$ cat config.mk
export PLATFORM = sky130hd
export DESIGN_NAME = zsd_line_decoder
export DESIGN_NICKNAME = d
export VERILOG_FILES = /design/src/rtl/zsd_pkg.sv /design/src/rtl/zsd_pulse_class.sv /design/src/rtl/zsd_run_watch.sv /design/src/rtl/zsd_subst_window.sv /design/src/rtl/zsd_line_decoder.sv
export SDC_FILE = /design/constraint.sdc
export NUM_CORES = 1
export LEC_CHECK = 0
export BUFFER_PORTS_ARGS = -buffer_cell sky130_fd_sc_hd__buf_2
export CAP_MARGIN = 25
export CORE_MARGIN = 8
export CORE_UTILIZATION = 57
export DETAILED_ROUTE_END_ITERATION = 12
export PLACE_DENSITY = 0.78
export SLEW_MARGIN = 20
export SYNTH_ARGS = -nofsm -noshare
export SYNTH_HDL_FRONTEND = slang
export SYNTH_HIERARCHICAL = 1
export SYNTH_SLANG_ARGS = --single-unit
$ cat constraint.sdc
create_clock -name clk -period 5.4 [get_ports clk]
set_clock_uncertainty 0.1 [all_clocks]
set_input_delay 1.62 -clock clk [delete_from_list [all_inputs] [get_ports clk]]
set_output_delay 1.62 -clock clk [all_outputs]
set_load 0.01 [all_outputs]
$ cat src/rtl/zsd_pkg.sv
// Shared types for the zero-substitution line decoder.
// Assumes mode encodings are fixed as listed; bit 1 set always means bypass.
package zsd_pkg;
    typedef enum logic [1:0] {
        ZS_THREE    = 2'b00,
        ZS_FOUR     = 2'b01,
        ZS_PASS     = 2'b10,
        ZS_PASS_ALT = 2'b11
    } zs_mode_e;

    function automatic logic zs_is_pass(input zs_mode_e m);
        return (m == ZS_PASS) || (m == ZS_PASS_ALT);
    endfunction

    function automatic logic zs_is_long(input zs_mode_e m);
        return (m == ZS_FOUR);
    endfunction
endpackage

$ cat src/rtl/zsd_pulse_class.sv
// Classifies each incoming bipolar symbol.
// Outputs a single-rail mark, a dual-rail fault, and a same-polarity
// (violation) flag. It remembers the polarity of the last single-rail mark.
// Assumes one symbol per clock. The violation flag is combinational from the rails.
module zsd_pulse_class (
    input  logic clk,
    input  logic rst_n,
    input  logic pos_i,
    input  logic neg_i,
    output logic mark_o,
    output logic dual_o,
    output logic bpv_o
);
    logic last_pos_q;
    logic seen_q;

    // Decode the rail pair and compare polarity with the remembered mark
    always_comb begin
        mark_o = pos_i ^ neg_i;
        dual_o = pos_i & neg_i;
        bpv_o  = mark_o & seen_q & (pos_i == last_pos_q);
    end

    // Remember polarity of single-rail marks; dual-rail symbols leave it alone
    always_ff @(posedge clk) begin
        if (!rst_n) begin
            last_pos_q <= 1'b0;
            seen_q     <= 1'b0;
        end else if (mark_o) begin
            last_pos_q <= pos_i;
            seen_q     <= 1'b1;
        end
    end


    repeat_pos_is_bpv_chk: assert property (@(posedge clk) disable iff (!rst_n)
        (pos_i && !neg_i) ##1 (pos_i && !neg_i) |-> bpv_o);
endmodule

$ cat src/rtl/zsd_run_watch.sv
// Counts consecutive zero symbols on the raw line. It pulses once when
// the run reaches the limit of the active code.
// Assumes the limit values fit in CNT_W bits. The counter saturates at the limit.
module zsd_run_watch #(
    parameter int RUN_SHORT = 3,
    parameter int RUN_LONG  = 4,
    parameter int CNT_W     = $clog2(RUN_LONG + 1)
) (
    input  logic clk,
    input  logic rst_n,
    input  logic long_i,
    input  logic zero_i,
    output logic hit_o
);
    localparam logic [CNT_W-1:0] LIM_S = CNT_W'(RUN_SHORT);
    localparam logic [CNT_W-1:0] LIM_L = CNT_W'(RUN_LONG);

    logic [CNT_W-1:0] cnt_q;
    logic [CNT_W-1:0] limit;

    // Pick the run limit and flag the zero that reaches it
    always_comb begin
        limit = long_i ? LIM_L : LIM_S;
        hit_o = zero_i && (cnt_q == limit - CNT_W'(1));
    end

    // Track the length of the current zero run
    always_ff @(posedge clk) begin
        if (!rst_n) begin
            cnt_q <= '0;
        end else if (!zero_i) begin
            cnt_q <= '0;
        end else if (cnt_q < limit) begin
            cnt_q <= cnt_q + CNT_W'(1);
        end
    end


    single_hit_per_run_chk: assert property (@(posedge clk) disable iff (!rst_n)
        hit_o |=> (!hit_o || (long_i != $past(long_i))));
endmodule

$ cat src/rtl/zsd_subst_window.sv
// Delay line that holds the last DEPTH symbols. When a violation pulse
// completes a substitution, it erases the pulse and any balancing pulse
// still in the window. It also merges fault flags into a per-bit violation
// lane. Output latency is DEPTH clocks.
// Assumes DEPTH >= RUN_LONG - 1, so the balancing pulse is still held.
module zsd_subst_window #(
    parameter int DEPTH     = 4,
    parameter int RUN_SHORT = 3,
    parameter int RUN_LONG  = 4
) (
    input  logic clk,
    input  logic rst_n,
    input  logic long_i,
    input  logic pass_i,
    input  logic pos_i,
    input  logic line_i,
    input  logic bpv_i,
    input  logic dual_i,
    input  logic hit_i,
    output logic data_o,
    output logic lcv_o
);
    logic [DEPTH-1:0] line_q, line_d;
    logic [DEPTH-1:0] mk_q, mk_d;
    logic [DEPTH-1:0] lv_q, lv_d;
    logic             pre_zero, mid_mark;
    logic             sub_plain, sub_bv, sub_bad;
    int               run_n;
    logic             data_q, lcv_q;

    // Match the zeros before the violation and test the balancing slot
    always_comb begin
        run_n    = long_i ? RUN_LONG : RUN_SHORT;
        pre_zero = 1'b1;
        mid_mark = 1'b0;
        for (int i = 0; i < DEPTH; i++) begin
            if (i < run_n - 2) pre_zero = pre_zero & ~line_q[i];
            if (i == run_n - 2) mid_mark = line_q[i];
        end
        sub_plain = bpv_i & pre_zero & ~mid_mark;
        sub_bv    = bpv_i & pre_zero & mid_mark;
        sub_bad   = bpv_i & ~pre_zero;
    end

    // Build next window contents, erasing substituted pulses on the way
    always_comb begin
        line_d[0] = line_i;
        mk_d[0]   = pass_i ? pos_i : (line_i & ~(sub_plain | sub_bv));
        lv_d[0]   = ~pass_i & (dual_i | sub_bad | hit_i);
        for (int i = 1; i < DEPTH; i++) begin
            line_d[i] = line_q[i-1];
            mk_d[i]   = mk_q[i-1] & ~(~pass_i & sub_bv & ((i - 1) == (run_n - 2)));
            lv_d[i]   = lv_q[i-1];
        end
    end

    // Advance the window by one symbol
    always_ff @(posedge clk) begin
        if (!rst_n) begin
            line_q <= '0;
            mk_q   <= '0;
            lv_q   <= '0;
        end else begin
            line_q <= line_d;
            mk_q   <= mk_d;
            lv_q   <= lv_d;
        end
    end

    // Register the oldest slot onto the outputs
    always_ff @(posedge clk) begin
        if (!rst_n) begin
            data_q <= 1'b0;
            lcv_q  <= 1'b0;
        end else begin
            data_q <= mk_q[DEPTH-1];
            lcv_q  <= lv_q[DEPTH-1];
        end
    end

    assign data_o = data_q;
    assign lcv_o  = lcv_q;


    subst_erases_v_chk: assert property (@(posedge clk) disable iff (!rst_n)
        (!pass_i && (sub_plain || sub_bv)) |=> (!mk_q[0] && !lv_q[0]));


    dual_flagged_chk: assert property (@(posedge clk) disable iff (!rst_n)
        (!pass_i && dual_i) |=> (mk_q[0] && lv_q[0]));
endmodule

$ cat src/rtl/zsd_line_decoder.sv
// Top of the bipolar zero-substitution line decoder. It wires the symbol
// classifier, the zero-run watcher and the substitution window.
// Assumes one dual-rail symbol per clock. Mode changes take effect at once;
// bits already inside the window keep the result they had.
module zsd_line_decoder
    import zsd_pkg::*;
#(
    parameter int RUN_SHORT = 3,
    parameter int RUN_LONG  = 4,
    parameter int LAT       = 4
) (
    input  logic       clk,
    input  logic       rst_n,
    input  logic [1:0] mode_i,
    input  logic       pos_i,
    input  logic       neg_i,
    output logic       data_o,
    output logic       lcv_o
);
    localparam int CNT_W = $clog2(RUN_LONG + 1);

    zs_mode_e mode;
    logic     pass, long_code;
    logic     mark, dual, bpv, hit;

    // Decode the mode select
    always_comb begin
        mode      = zs_mode_e'(mode_i);
        pass      = zs_is_pass(mode);
        long_code = zs_is_long(mode);
    end

    zsd_pulse_class u_class (
        .clk    (clk),
        .rst_n  (rst_n),
        .pos_i  (pos_i),
        .neg_i  (neg_i),
        .mark_o (mark),
        .dual_o (dual),
        .bpv_o  (bpv)
    );

    zsd_run_watch #(
        .RUN_SHORT (RUN_SHORT),
        .RUN_LONG  (RUN_LONG),
        .CNT_W     (CNT_W)
    ) u_run (
        .clk    (clk),
        .rst_n  (rst_n),
        .long_i (long_code),
        .zero_i (~(pos_i | neg_i)),
        .hit_o  (hit)
    );

    zsd_subst_window #(
        .DEPTH     (LAT),
        .RUN_SHORT (RUN_SHORT),
        .RUN_LONG  (RUN_LONG)
    ) u_win (
        .clk    (clk),
        .rst_n  (rst_n),
        .long_i (long_code),
        .pass_i (pass),
        .pos_i  (pos_i),
        .line_i (mark | dual),
        .bpv_i  (bpv),
        .dual_i (dual),
        .hit_i  (hit),
        .data_o (data_o),
        .lcv_o  (lcv_o)
    );

    // Count consecutive bypass clocks for the pass-through check
    logic [2:0] pass_run_q;
    always_ff @(posedge clk) begin
        if (!rst_n || !pass) begin
            pass_run_q <= 3'd0;
        end else if (pass_run_q != 3'd7) begin
            pass_run_q <= pass_run_q + 3'd1;
        end
    end

    if (LAT == 4) begin : g_pass_chk

        bypass_mirror_chk: assert property (@(posedge clk) disable iff (!rst_n)
            (pass_run_q >= 3'd5) |-> ((data_o == $past(pos_i, 5)) && !lcv_o));
    end
endmodule

Word level (Yosys, flattened, before mapping) --
Cells that the tools add are included.
Word-level totals: register bits 19, output and inout bits 2, logic and storage cells 77
Cells by class: $add $sub $neg 3, magnitude comparators 5, eq/ne operators 8, multiplexer cells 11, bitwise gates (word level) 38, reduce and logical (&&, ||, !) cells 4
Operator list (count):
- $eq A3 B32 Y1 const A | 2
- $lt A3 B32 Y1 const A | 2
- $eq A2 B32 Y1 const A | 1
- $logic_not A32 Y1 | 1
- $lt A1 B32 Y1 const A | 1
- $lt A2 B32 Y1 const A | 1
- $sub A32 B3 Y32 const B | 1
- $and A1 B1 Y1 | 19
- $not A1 Y1 | 13
- $mux W1 | 9
- $mux W3 | 2
- $or A1 B1 Y1 | 5
- $eq A2 B2 Y1 const B | 2
- $add A3 B1 Y3 const B | 1
- $eq A3 B3 Y1 | 1
- $lt A3 B3 Y1 | 1
- $sub A3 B1 Y3 const B | 1
- $eq A2 B1 Y1 const B | 1
- $reduce_or A2 Y1 | 1
- $eq A1 B1 Y1 | 1
- $logic_and A1 B1 Y1 | 1
- $logic_or A1 B1 Y1 | 1
- $xor A1 B1 Y1 | 1

Longest topological paths before layout --
depth after elaboration 17, gate-level depth with buffers 6, mapped depth without buffers 6

Cells and area by module --
Netlist, hierarchy kept.
Modules (own cells, without submodules):
- zsd_subst_window | instances 1, cells an instance 38, area an instance 409.1 µm², seq. area each 260.2 µm²
- zsd_run_watch | instances 1, cells an instance 25, area an instance 220.2 µm², seq. area each 60.1 µm²
- zsd_pulse_class | instances 1, cells an instance 8, area an instance 91.3 µm², seq. area each 40.0 µm²
- zsd_line_decoder | instances 1, cells an instance 4, area an instance 20.0 µm², seq. area each 0.0 µm²

Worst setup path after synthesis --
Ideal clock, no wire load.
path kind input port to flip-flop, from input mode_i[0], to register u_run.cnt_q[2], setup time 70 ps, arrival time 3112 ps, required time 5230 ps, setup slack 2118 ps, stages on the path 6, path buffers 0, cell sequence nor2b_1 -> inv_1 -> ha_1 -> and3b_4 -> or4_1 -> a21oi_1
Between the ends: word-level cells in the longest chain between the ends 3
RTL lines:
- from (decl) | line zsd_line_decoder.sv:14 | input logic [1:0] mode_i,
- $eq A2 B1 Y1 | line zsd_pkg.sv:16 | return (m == ZS_FOUR);
- $mux W3 | line zsd_run_watch.sv:23 | limit = long_i ? LIM_L : LIM_S;
- $lt A3 B3 Y1 | line zsd_run_watch.sv:33 | end else if (cnt_q < limit) begin
- to (signal assigned) | line zsd_run_watch.sv:34 | cnt_q <= cnt_q + CNT_W'(1);
- to (decl) | line zsd_run_watch.sv:18 | logic [CNT_W-1:0] cnt_q;
Every way passes these cells. A chain may end at the register's enable or synchronous reset.

Worst setup path in the final report --
from input mode_i[1], to register u_run.cnt_q[2]
Between the ends: word-level cells in the longest chain between the ends 3
RTL lines:
- $eq A2 B1 Y1 | line zsd_pkg.sv:16
- net long_code | line zsd_line_decoder.sv:23 | logic pass, long_code;
- $mux W3 | line zsd_run_watch.sv:23
- $lt A3 B3 Y1 | line zsd_run_watch.sv:33
The timed path passes the listed nets, and every way through them passes these cells.

==> results.py <==
metrics = {
    "clock_tree": {
        "hold_buffers": 0,
        "root_buffer": "clkbuf_4",
        "htree_num_levels": 1,
        "postCtsSetupRepairBufs": 0,
        "clk_pin_slew_ns": 0.09,
        "clockBufferDepth": 2,
        "cts_sinks": 18,
        "ctsResizeCount": 0,
        "cts_tree": "yes",
        "cts_buffers": 3,
        "clk_latency_ns": 0.29,
    },
    "synthesis": {
        "yosys_warnings": 6,
        "yosysSeqAreaShare_pct": 48.6,
        "ys_ff_latch": 18,
        "avgSynthCellArea_sq_um": 9.88,
        "netlist-cell-type-count": 31,
        "syn-num-nets": 86,
        "synth_cells": 75,
        "syn-cell-area_sq_um": 741,
    },
    "detailed_routing": {
        "viasPerCell": 5.62,
        "drc": 0,
        "vias": 556,
        "dr.pass1.iters": 4,
        "ant_nets": 0,
        "drt-initial-drc-count": 10,
        "wl_per_cell_microns": 13.7,
        "drt-total-wl_microns": 1350,
    },
    "grt": {
        "grt_pass1_vias": 533,
        "grt_pass1_wl_microns": 2300,
        "met2_usage_pct": 18.2,
        "busiest_layer": "met2",
        "grt_max_degree": 18,
        "antenna_found_initial": 0,
        "use_met1_pct": 11.9,
        "overflow": 0,
        "grt_usage_pct": 11.3,
        "met3_usage_pct": 6.84,
    },
    "placed_design": {
        "placed_area_sq_um": 786,
        "dpl.cell_count": 95,
        "dp_hpwl_microns": 939,
        "port_buffers": 7,
        "place.gp.congestion": 0.781,
    },
    "sta": {
        "clock.fmax_mhz": 303,
        "finalCriticalPeriod_ns": 3.30,
        "grt_setup_unrepaired": "no",
        "slew_headroom_pct": 71.2,
        "tns_ns": 0,
        "finalCritPeriodShare_pct": 61.2,
        "tightest_slew_ns": 0.431,
        "slew_violations": 0,
        "hold_viol": 0,
        "setup_viol": 0,
    },
    "floorplanning": {
        "rows": 13,
        "die_w_microns": 52.1,
        "die_y_microns": 52.1,
        "initial_core_util_pct": 59.1,
        "io_pins": 8,
        "core-area_sq_um": 1250,
        "die_area_sq_um": 2710,
    },
    "critical_path": {
        "required_ns": 5.52,
        "r2r_start": "u_run/cnt_q[2]",
        "setup.worst_path.start_class": "input port",
        "rrSetupSlack_ns": 3.69,
        "r2r_end": "u_run/cnt_q[2]",
        "reg2reg_depth": 4,
        "criticalPathCategory": "in -> reg",
        "cp_max_fo": 6,
        "worstSetupEndpointType": "flop",
        "crit_arrival_ns": 3.43,
    },
    "power_and_ir_drop": {
        "p_leak_nw": 0.345,
        "p_switching_mw": 0.0511,
        "combPwrFrac_pct": 8.8,
        "fin_total_pwr_mw": 0.240,
        "swShare_pct": 21.3,
        "seq_power_share_pct": 58.5,
        "power_density_nw_per_um2": 292,
        "pwr-share-clk_pct": 32.8,
        "ir_drop_mv": 0.230,
        "p_int_mw": 0.189,
    },
    "hold_path": {
        "worstHoldPathCells": 2,
        "hold_path_end": "u_win/mk_q[2]",
        "hp-class": "reg -> reg",
        "min-delay-start": "u_win/mk_q[1]",
    },
    "final_layout": {
        "drive_gt1_share_pct": 17.9,
        "layout.cells.non_filler": 99,
        "nets": 96,
        "antenna_cells": 0,
        "post-route-util_pct": 65.6,
        "fin_area_sq_um": 822,
        "syn2layout_area_growth_pct": 11.0,
    },
    "status": {
        "status": "complete, no violations",
    },
    "run": {
        "drv_cap": 0,
    },
}
synthesized netlist by cell type, drive strengths merged:
master,number,area [sq um]
dfxtp,18,360
and2,9,57.6
a21oi,5,25.0
ha,5,62.6
nand2,4,15.0
nand3,3,15.0
nor2,3,11.3
o21ai,3,15.0
inv,2,7.51
nand3b,2,15.0
nor2b,2,12.5
nor4b,2,17.5
a2111oi,1,10.0
a21o,1,8.76
and3,1,6.26
and3b,1,12.5
buf,1,5.00
clkbuf,1,3.75
clkinvlp,1,5.00
mux2i,1,10.0
nand2b,1,6.26
nor3,1,5.00
nor4,1,6.26
nor4bb,1,10.0
o21a,1,7.51
o31ai,1,7.51
or2,1,6.26
or4,1,7.51
xnor2,1,8.76
state kept, by name (all words and copies together) (netlist names):
register            count
u_class/last_pos_q      1
u_run/cnt_q             3
u_win/mk_q              4
u_win/lcv_o             1
u_win/data_o            1
u_class/seen_q          1
u_win/lv_q              4
u_win/line_q            3
kinds of logic after synthesis:
kind of cell,after synthesis,synth area share [%]
XOR/XNOR,1,1.18
AO/OA/AOI/OAI,12,9.97
flip-flops,18,48.6
AND/OR/NAND/NOR,33,27.5
adder cells (fa/ha/maj),5,8.45
buffers and inverters,5,2.87
multiplexers,1,1.35
power by group through the flow:
stage	combinational, mW	sequential, mW	clock [mW]
4_1_cts	0.0210	0.140	0.0822
5_1_grt	0.0236	0.141	0.0879
2_1_floorplan	0.0152	0.143	0
3_3_place_gp	0.0199	0.143	0
6_report	0.0211	0.140	0.0787
3_5_place_dp	0.0207	0.143	0
metal layers:
layer / vias up / wire length, microns
met1: 253 / 599
met5: - / 0
met2: 19 / 622
met4: 0 / 29
li1: 280 / -
met3: 4 / 101
area by class of cell:
cell class	instances	area, sq um
Clock buffer	4	36.3
Fill cell	106	430
Inverter	3	12.5
Multi-Input combinational cell	52	359
Sequential cell	18	360
Tap cell	15	18.8
Timing Repair Buffer	7	35.0
how the worst max path moves through the flow:
stage	cells past startpoint	endpoint	start	slack (ns)
4_1_cts	7	u_run/cnt_q[2]	mode_i[1]	2.13
5_1_grt	7	u_run/cnt_q[2]	mode_i[1]	1.96
2_1_floorplan	6	u_run/cnt_q[2]	mode_i[0]	2.12
3_3_place_gp	7	u_run/cnt_q[2]	mode_i[1]	1.90
6_report	7	u_run/cnt_q[2]	mode_i[1]	2.10
3_5_place_dp	7	u_run/cnt_q[2]	mode_i[1]	1.84
worst max-delay path, cell delays in order:
cell,delay (ns)
buf_2,0.13
nor2b_1,0.36
inv_1,0.12
ha_1,0.36
and3b_4,0.23
or4_1,0.46
a21oi_1,0.15
layout by cell type, fill, tap and decap left out, drive strengths merged, types with 2 or more instances in the layout:
cell type,n
nor4b,2
dfxtp,18
inv,2
ha,5
and2,9
nand3,3
nand2,4
nand3b,2
o21ai,3
nor2b,2
buf,7
clkbuf,4
nor2,3
a21oi,5
metrics by stage:
| stage | hold WS [ns] | worst slack, ns |
|---|---|---|
| after floorplan | 0.301 | 2.12 |
| after global placement | 0.311 | 1.90 |
| after detailed placement | 0.313 | 1.84 |
| after CTS | 0.327 | 2.13 |
| after global routing | 0.338 | 1.96 |
| final | 0.322 | 2.10 |
No activity file was read; power rests on OpenSTA's default activity.
